**config.mk**
```make
export PLATFORM = sky130hd
export DESIGN_NAME = dbg_clk_ctrl
export DESIGN_NICKNAME = d
export VERILOG_FILES = /design/src/rtl/dbg_pkg.sv /design/src/rtl/dbg_run_fsm.sv /design/src/rtl/dbg_cond_cmp.sv /design/src/rtl/dbg_cut_timer.sv /design/src/rtl/dbg_clk_gate.sv /design/src/rtl/dbg_clk_ctrl.sv
export SDC_FILE = /design/constraint.sdc
export NUM_CORES = 1
export LEC_CHECK = 0
export BUFFER_PORTS_ARGS = -buffer_cell sky130_fd_sc_hd__buf_2
export CORE_MARGIN = 3
export CORE_UTILIZATION = 49
export CTS_BUF_LIST = sky130_fd_sc_hd__clkbuf_4
export CTS_CLUSTER_DIAMETER = 50
export DETAILED_ROUTE_END_ITERATION = 12
export GPL_TIMING_DRIVEN = 0
export PLACE_DENSITY = 0.9
export SKIP_LAST_GASP = 1
export SYNTH_ARGS = -nofsm -noshare
export SYNTH_HDL_FRONTEND = slang
export SYNTH_SLANG_ARGS = --single-unit
export TNS_END_PERCENT = 10
```
**constraint.sdc**
```tcl
create_clock -name src_clk -period 3.07 [get_ports src_clk]
set_input_delay 0.307 -clock src_clk [delete_from_list [all_inputs] [get_ports src_clk]]
set_output_delay 0.307 -clock src_clk [all_outputs]
set_load 0.005 [all_outputs]
```
**src/rtl/dbg_pkg.sv**
```systemverilog
package dbg_pkg;
  typedef enum logic [1:0] {
    ST_HALT = 2'b00,
    ST_RUN  = 2'b01,
    ST_STEP = 2'b10
  } run_state_e;

  localparam logic [1:0] STAT_HALTED    = 2'b00;
  localparam logic [1:0] STAT_RUNNING   = 2'b01;
  localparam logic [1:0] STAT_TRIGGERED = 2'b10;
endpackage

```
**src/rtl/dbg_run_fsm.sv**
```systemverilog
module dbg_run_fsm
  import dbg_pkg::*;
(
  input  logic       clk,
  input  logic       rst_n,
  input  logic       cmd_run,
  input  logic       cmd_halt,
  input  logic       cmd_step,
  input  logic       stop_hit,
  output run_state_e state_o,
  output logic       trig_o
);
  run_state_e state_q, state_d;
  logic       trig_q, trig_d;

  always_comb begin
    state_d = state_q;
    trig_d  = trig_q;
    unique case (state_q)
      ST_HALT: begin
        if (cmd_halt) begin
          state_d = ST_HALT;
        end else if (cmd_step) begin
          state_d = ST_STEP;
          trig_d  = 1'b0;
        end else if (cmd_run) begin
          state_d = ST_RUN;
          trig_d  = 1'b0;
        end
      end
      ST_RUN: begin
        if (cmd_halt) begin
          state_d = ST_HALT;
        end else if (stop_hit) begin
          state_d = ST_HALT;
          trig_d  = 1'b1;
        end
      end
      ST_STEP: state_d = ST_HALT;
      default: state_d = ST_HALT;
    endcase
  end

  always_ff @(posedge clk or negedge rst_n) begin
    if (!rst_n) begin
      state_q <= ST_HALT;
      trig_q  <= 1'b0;
    end else begin
      state_q <= state_d;
      trig_q  <= trig_d;
    end
  end

  assign state_o = state_q;
  assign trig_o  = trig_q;

  AST_STEP_SINGLE: assert property (@(posedge clk) disable iff (!rst_n)
    (state_q == ST_STEP) |=> (state_q == ST_HALT));

  AST_HALT_FIRST: assert property (@(posedge clk) disable iff (!rst_n)
    cmd_halt |=> (state_q == ST_HALT));
endmodule

```
**src/rtl/dbg_cond_cmp.sv**
```systemverilog
module dbg_cond_cmp #(
  parameter int OUT_W = 8
) (
  input  logic             clk,
  input  logic             rst_n,
  input  logic             cond_en,
  input  logic             act_ovr,
  input  logic             live,
  input  logic [OUT_W-1:0] watched,
  input  logic [OUT_W-1:0] mask,
  input  logic [OUT_W-1:0] value,
  output logic             hit_halt,
  output logic             ovr_act
);
  logic [OUT_W-1:0] diff;
  logic             match;
  logic             ovr_q;

  genvar b;
  generate
    for (b = 0; b < OUT_W; b++) begin : g_bit
      assign diff[b] = mask[b] & (watched[b] ^ value[b]);
    end
  endgenerate

  assign match    = cond_en & ~(|diff);
  assign hit_halt = match & ~act_ovr;

  always_ff @(posedge clk or negedge rst_n) begin
    if (!rst_n) begin
      ovr_q <= 1'b0;
    end else if (!cond_en) begin
      ovr_q <= 1'b0;
    end else if (match && act_ovr && live) begin
      ovr_q <= 1'b1;
    end
  end

  assign ovr_act = ovr_q;
endmodule

```
**src/rtl/dbg_cut_timer.sv**
```systemverilog
module dbg_cut_timer #(
  parameter int IN_W  = 8,
  parameter int CNT_W = 8
) (
  input  logic             clk,
  input  logic             rst_n,
  input  logic             cut_start,
  input  logic             cut_clear,
  input  logic [CNT_W-1:0] cut_len,
  input  logic             sel_clk,
  input  logic [IN_W-1:0]  sel_in,
  output logic             clk_cut,
  output logic [IN_W-1:0]  in_cut
);
  localparam logic [CNT_W-1:0] LAST = CNT_W'(1);

  logic             active_q;
  logic [CNT_W-1:0] left_q;
  logic             sel_clk_q;
  logic [IN_W-1:0]  sel_in_q;

  always_ff @(posedge clk or negedge rst_n) begin
    if (!rst_n) begin
      active_q  <= 1'b0;
      left_q    <= '0;
      sel_clk_q <= 1'b0;
      sel_in_q  <= '0;
    end else if (cut_clear) begin
      active_q <= 1'b0;
      left_q   <= '0;
    end else if (cut_start) begin
      active_q  <= 1'b1;
      left_q    <= cut_len;
      sel_clk_q <= sel_clk;
      sel_in_q  <= sel_in;
    end else if (active_q && (left_q != '0)) begin
      if (left_q == LAST) begin
        active_q <= 1'b0;
        left_q   <= '0;
      end else begin
        left_q <= left_q - LAST;
      end
    end
  end

  assign clk_cut = active_q & sel_clk_q;
  assign in_cut  = active_q ? sel_in_q : '0;

  AST_CUT_ARMED: assert property (@(posedge clk) disable iff (!rst_n)
    (cut_start && !cut_clear && (cut_len != '0) && sel_clk) |=> clk_cut);
endmodule

```
**src/rtl/dbg_clk_gate.sv**
```systemverilog
module dbg_clk_gate (
  input  logic src_clk,
  input  logic rst_n,
  input  logic enable,
  output logic gclk,
  output logic edge_q
);
  logic en_low_q;

  always_ff @(negedge src_clk or negedge rst_n) begin
    if (!rst_n) en_low_q <= 1'b0;
    else        en_low_q <= enable;
  end

  assign gclk   = src_clk & en_low_q;
  assign edge_q = en_low_q;
endmodule

```
**src/rtl/dbg_clk_ctrl.sv**
```systemverilog
module dbg_clk_ctrl
  import dbg_pkg::*;
#(
  parameter int IN_W  = 8,
  parameter int OUT_W = 8,
  parameter int CNT_W = 8
) (
  input  logic             src_clk,
  input  logic             rst_n,
  input  logic             cmd_run,
  input  logic             cmd_halt,
  input  logic             cmd_step,
  input  logic             cond_en,
  input  logic             cond_act_ovr,
  input  logic [OUT_W-1:0] cond_mask,
  input  logic [OUT_W-1:0] cond_value,
  input  logic [IN_W-1:0]  trig_mask,
  input  logic [IN_W-1:0]  trig_value,
  input  logic [IN_W-1:0]  ovr_en,
  input  logic [IN_W-1:0]  ovr_value,
  input  logic             cut_start,
  input  logic             cut_clear,
  input  logic [CNT_W-1:0] cut_len,
  input  logic             cut_clk_sel,
  input  logic [IN_W-1:0]  cut_in_sel,
  input  logic [IN_W-1:0]  dev_in_raw,
  input  logic [OUT_W-1:0] dev_out,
  output logic             dev_clk,
  output logic [IN_W-1:0]  dev_in,
  output logic [1:0]       status
);
  run_state_e      state;
  logic            trig_halted;
  logic            hit_halt;
  logic            subst_act;
  logic            clk_cut;
  logic [IN_W-1:0] in_cut;
  logic            gate_en;
  logic            dev_edge;
  logic [IN_W-1:0] held_q;
  logic            live;

  assign live = (state == ST_RUN);

  dbg_run_fsm u_fsm (
    .clk      (src_clk),
    .rst_n    (rst_n),
    .cmd_run  (cmd_run),
    .cmd_halt (cmd_halt),
    .cmd_step (cmd_step),
    .stop_hit (hit_halt),
    .state_o  (state),
    .trig_o   (trig_halted)
  );

  dbg_cond_cmp #(.OUT_W(OUT_W)) u_cmp (
    .clk      (src_clk),
    .rst_n    (rst_n),
    .cond_en  (cond_en),
    .act_ovr  (cond_act_ovr),
    .live     (live),
    .watched  (dev_out),
    .mask     (cond_mask),
    .value    (cond_value),
    .hit_halt (hit_halt),
    .ovr_act  (subst_act)
  );

  dbg_cut_timer #(.IN_W(IN_W), .CNT_W(CNT_W)) u_cut (
    .clk       (src_clk),
    .rst_n     (rst_n),
    .cut_start (cut_start),
    .cut_clear (cut_clear),
    .cut_len   (cut_len),
    .sel_clk   (cut_clk_sel),
    .sel_in    (cut_in_sel),
    .clk_cut   (clk_cut),
    .in_cut    (in_cut)
  );

  // a matching output blocks the very next edge, so the device stops on it
  assign gate_en = ((live & ~hit_halt) | (state == ST_STEP)) & ~clk_cut;

  dbg_clk_gate u_gate (
    .src_clk (src_clk),
    .rst_n   (rst_n),
    .enable  (gate_en),
    .gclk    (dev_clk),
    .edge_q  (dev_edge)
  );

  // inputs advance only on posedges where the device also sees an edge
  always_ff @(posedge src_clk or negedge rst_n) begin
    if (!rst_n)        held_q <= '0;
    else if (dev_edge) held_q <= dev_in_raw;
  end

  genvar i;
  generate
    for (i = 0; i < IN_W; i++) begin : g_in
      always_comb begin
        if (in_cut[i])                     dev_in[i] = 1'b0;
        else if (subst_act & trig_mask[i]) dev_in[i] = trig_value[i];
        else if (ovr_en[i])                dev_in[i] = ovr_value[i];
        else                               dev_in[i] = held_q[i];
      end
    end
  endgenerate

  always_comb begin
    if (state == ST_HALT) status = trig_halted ? STAT_TRIGGERED : STAT_HALTED;
    else                  status = STAT_RUNNING;
  end

  AST_NO_EDGE_HALTED: assert property (@(posedge src_clk) disable iff (!rst_n)
    ((state == ST_HALT) && $past(state == ST_HALT)) |-> !dev_edge);

  AST_MATCH_STOPS: assert property (@(posedge src_clk) disable iff (!rst_n)
    (live && hit_halt && !cmd_halt) |=> (status == STAT_TRIGGERED));
endmodule

```
[Yosys cells after proc, flatten, opt, wreduce, memory -nomap -nowiden]
Cells that the tools add are included.
Word-level totals
  register bits: 31
  input port bits: 90
  output and inout port bits: 11
  logic and storage cells: 118
Cells by class
  $add $sub $neg: 1
  equality and inequality tests: 10
  mux-type cells: 49
  bitwise operators: 36
  reduce and logical (&&, ||, !) cells: 13
Operator list (count)
  8-bit two-way mux: 5
  1-bit two-way mux: 35
  1-bit bitwise AND: 22
  2-bit two-way mux: 7
  8-bit by 1-bit == test with 1-bit output, second input constant: 1
  8-bit nonzero test: 1
  8-bit OR reduction: 1
  8-bit by 1-bit subtractor with 8-bit output, second input constant: 1
  1-bit bitwise XOR: 8
  2-bit inequality test, second input constant: 3
  3-bit inequality test, second input constant: 2
  2-bit AND reduction: 3
  3-bit nonzero test: 2
  1-bit NOT: 5
  5-bit AND reduction: 1
  4-bit inequality test, second input constant: 1
  2-bit case mux with 2 select lines: 1
  1-bit logical AND: 3
  2-bit by 1-bit == test with 1-bit output, second input constant: 1
  2-bit == test, second input constant: 1
  2-bit zero test: 1
  2-bit by 1-bit inequality test with 1-bit output, second input constant: 1
  1-bit case mux with 2 select lines: 1
  2-bit nonzero test: 1
  1-bit OR: 1

[Depth between registers and ports, before layout]
  word-level depth: 10
  gate-level depth with buffers: 8
  depth with buffers taken out: 7

[Hierarchy]
Synthesis repeated with hierarchy kept, for this count alone.
Second synthesis, totals
  cells, all modules: 188
  area total of the unflattened synthesis: 1968.1 um2
By module, submodules not included
  dbg_cut_timer: times used 1, cells an instance 96, area each 1041.0 um2, sequential area each 450.4 um2
  dbg_clk_ctrl: times used 1, cells an instance 57, area each 604.3 um2, sequential area each 200.2 um2
  dbg_cond_cmp: times used 1, cells an instance 20, area each 155.1 um2, sequential area each 25.0 um2
  dbg_run_fsm: times used 1, cells an instance 13, area each 136.4 um2, sequential area each 75.1 um2
  dbg_clk_gate: times used 1, cells an instance 2, area each 31.3 um2, sequential area each 25.0 um2

==> results.toml <==
[synth]
synth_top_area_cell = "dfrtp_1"
synth_area_leaders = "dfrtp_1 (42%), mux2_2 (9.4%), nor2_1 (4.6%), mux2i_1 (4.4%), a221oi_1 (4.4%)"
yosysTopAreaCellShare_pct = 41.6
avgSynthCellArea_sq_um = 10.1
synth_seq_area_share_pct = 43.0
yosysUniqueCellTypes = 46
ys_warn_count = 0
synth-async-reset-ratio_pct = 100
synth_edf_count = 0
netlist_instances = 179
ys_ff_latch = 31
synth_area_sq_um = 1800
synth_ff_type = "dfrtp_1"
synth_nets = 271

[global_routing]
grt_max_degree = 32
grt_util_all_layers_pct = 22.4
globalRouteOverflowTotal = 0
antenna_found_initial = 0
grt_pass1_wl_um = 7470
grt_pass1_vias = 1821

[setup_path]
reg2reg_from = "u_cut.active_q"
max_stage_delay_ps = 420
crit_required_ps = 2760
r2r_setup_slack_ps = 270
path_cells = "and2_1 > buf_2"
start_kind = "register"
path_class = "reg -> out"
r2r-end = "u_gate.edge_q"
critPathBufInv = 1
worstPathArrival_ps = 2610
cp_max_fo = 2
startpoint = "u_gate.edge_q"
critical_path.top_delay_family = "flip-flops"
rr_worst_depth = 4
worst_path_max_delay_cell = "dfrtn_1"
end_kind = "primary output"

[timing]
fin_skew_ps = 8.12
fin_tns_setup_ps = 0
slew_headroom_pct = 54.6
rsz0062_at_grt = "false"
finalSetupViolations = 0
hold_viol = 0
tightest_slew_ps = 681
drv_slew = 0
setup_slack_ps = 158
fin_hold_ws_ps = 61.5

[route]
vias = 1799
routed-wl-met2_um = 2530
wl_met3_um = 338
routed.top_layer = "met4"
avgRoutedWirePerCell_um = 13.9
wl_met1_um = 1800
via_per_inst = 5.34
ant_nets = 0
totalWireLength_um = 4700
drc = 0
drt_first_pass_iters = 4
drt_iter0_markers = 62

[die]
ios = 101
core_sq_um = 3440
dieArea_sq_um = 4440
die_w_um = 66.7
die_h_um = 66.7
num_rows = 21
start_util_pct = 52.4

[cells_and_area]
final_util_pct = 72.7
syn2layout_area_growth_pct = 38.8
final_nets = 382
fillers = 253
antenna_cells = 0
drive_gt1_share_pct = 48.5

[run]
drv_cap = 0

[min_path]
min_path_cells = 2
hold_path_class = "in -> reg"
hold_end = "u_fsm.state_o[1]"
hp-start = "cmd_halt"

[pwr]
power.total_w = 0.00131
clockPowerShare_pct = 35.3
p_per_area_nw_per_um2 = 523
ir_drop_mv = 0.295
p_int_w = 0.000964
p_seq_share_pct = 40.4
switchingPower_w = 0.000345
p_sw_share_pct = 26.4
power_frac_comb_pct = 24.3
p_leak_nw = 1.25

[placed_design]
io_buffers = 100
post-place-ws_ps = 52.6
gp_congestion = 0.797
place_hpwl_um = 3640

[cts]
clk_pin_slew_ps = 90
cts_tree = "done"
worstSkewPairLatency_ps = 430

[status]
status = "complete, no violations"
-- registers in the layout, indices dropped and copies added (netlist names) --
| signal | flops |
|---|---|
| held_q | 8 |
| u_cmp.ovr_act | 1 |
| u_cut.active_q | 1 |
| u_cut.left_q | 8 |
| u_cut.sel_clk_q | 1 |
| u_cut.sel_in_q | 8 |
| u_fsm.state_o | 2 |
| u_fsm.trig_o | 1 |
| u_gate.edge_q | 1 |
-- what timing repair did --
item	CTS	global route
hold endpoints to repair	30	0
resized for setup	0	0
setup endpoints to repair	2	0
buffers inserted	1	0
hold buffers	1	0
-- power by group through the flow --
| stage | combinational [W] | sequential, W | clock, W |
|---|---|---|---|
| finish | 0.000318 | 0.000529 | 0.000462 |
| detailed placement | 0.000317 | 0.000535 | 0.00000694 |
| global placement | 0.000305 | 0.000532 | 0.00000694 |
| floorplan | 0.000194 | 0.000520 | 0.00000370 |
| global route | 0.000353 | 0.000538 | 0.000494 |
| CTS | 0.000321 | 0.000529 | 0.000470 |
-- cell type report --
type	count	area (sq um)	area share, %
Inverter	7	26.3	1.05
Buffer	5	31.3	1.25
Tap cell	46	57.6	2.30
Timing Repair Buffer	101	513	20.5
Clock buffer	10	72.6	2.90
Sequential cell	31	776	31.0
Clock inverter	2	60.1	2.40
Multi-Input combinational cell	135	966	38.6
-- cell usage after synthesis (2+ instances only) --
cell,count
dfrtp_1,30
nor2_1,22
mux2_2,15
nand2_1,15
a21oi_1,10
a221oi_1,9
mux2i_1,8
xor2_1,8
inv_1,7
o21ai_0,6
clkbuf_1,3
o21ai_1,3
o21ai_2,3
a22oi_1,2
ha_1,2
mux2_1,2
nand3_1,2
nand3b_1,2
nor2b_1,2
nor3b_1,2
-- routing by layer --
layer / vias up / GRT usage (%)
met5: - / 0
met4: 0 / 6.85
met3: 3 / 5.23
met2: 78 / 42.9
met1: 834 / 23.8
li1: 884 / -
-- placed cells by master, fill, tap and decap left out, drive strengths merged, types with 2 or more instances in the layout --
cell,instances
a21oi,10
a221oi,9
a22oi,2
buf,104
bufinv,2
clkbuf,11
dfrtp,30
ha,2
inv,7
mux2,17
mux2i,8
nand2,16
nand3,2
nand3b,2
nor2,23
nor2b,2
nor3b,3
nor4,2
o21ai,12
or2,2
xor2,8
-- worst max path at each step --
stage / slack (ps) / cells after the start / end
2_1_floorplan: 300 / 4 / u_gate.edge_q
3_3_place_gp: 40 / 5 / u_gate.edge_q
3_5_place_dp: 50 / 5 / u_gate.edge_q
4_1_cts: 140 / 2 / dev_clk
5_1_grt: 90 / 2 / dev_clk
6_report: 160 / 2 / dev_clk
-- cells by family (layout without fill, tap and decap cells) --
kind of cell	count (synthesis)	count (layout)	synth area share, %
adders and majority gates	2	2	1.39
muxes	25	25	15.1
buffers and inverters	13	125	3.40
AOI/OAI and AO/OA	43	43	17.4
xor gates and xnor gates	8	8	3.89
DFF	31	31	43.0
and+or+nand+nor	57	57	15.8
-- through the flow --
step	instance area, sq um	cells
3_3_place_gp	2360	325
6_report	2500	337
4_1_cts	2500	337
5_1_grt	2500	337
2_1_floorplan	1800	179
3_5_place_dp	2360	325
No activity file was read; power rests on OpenSTA's default activity.
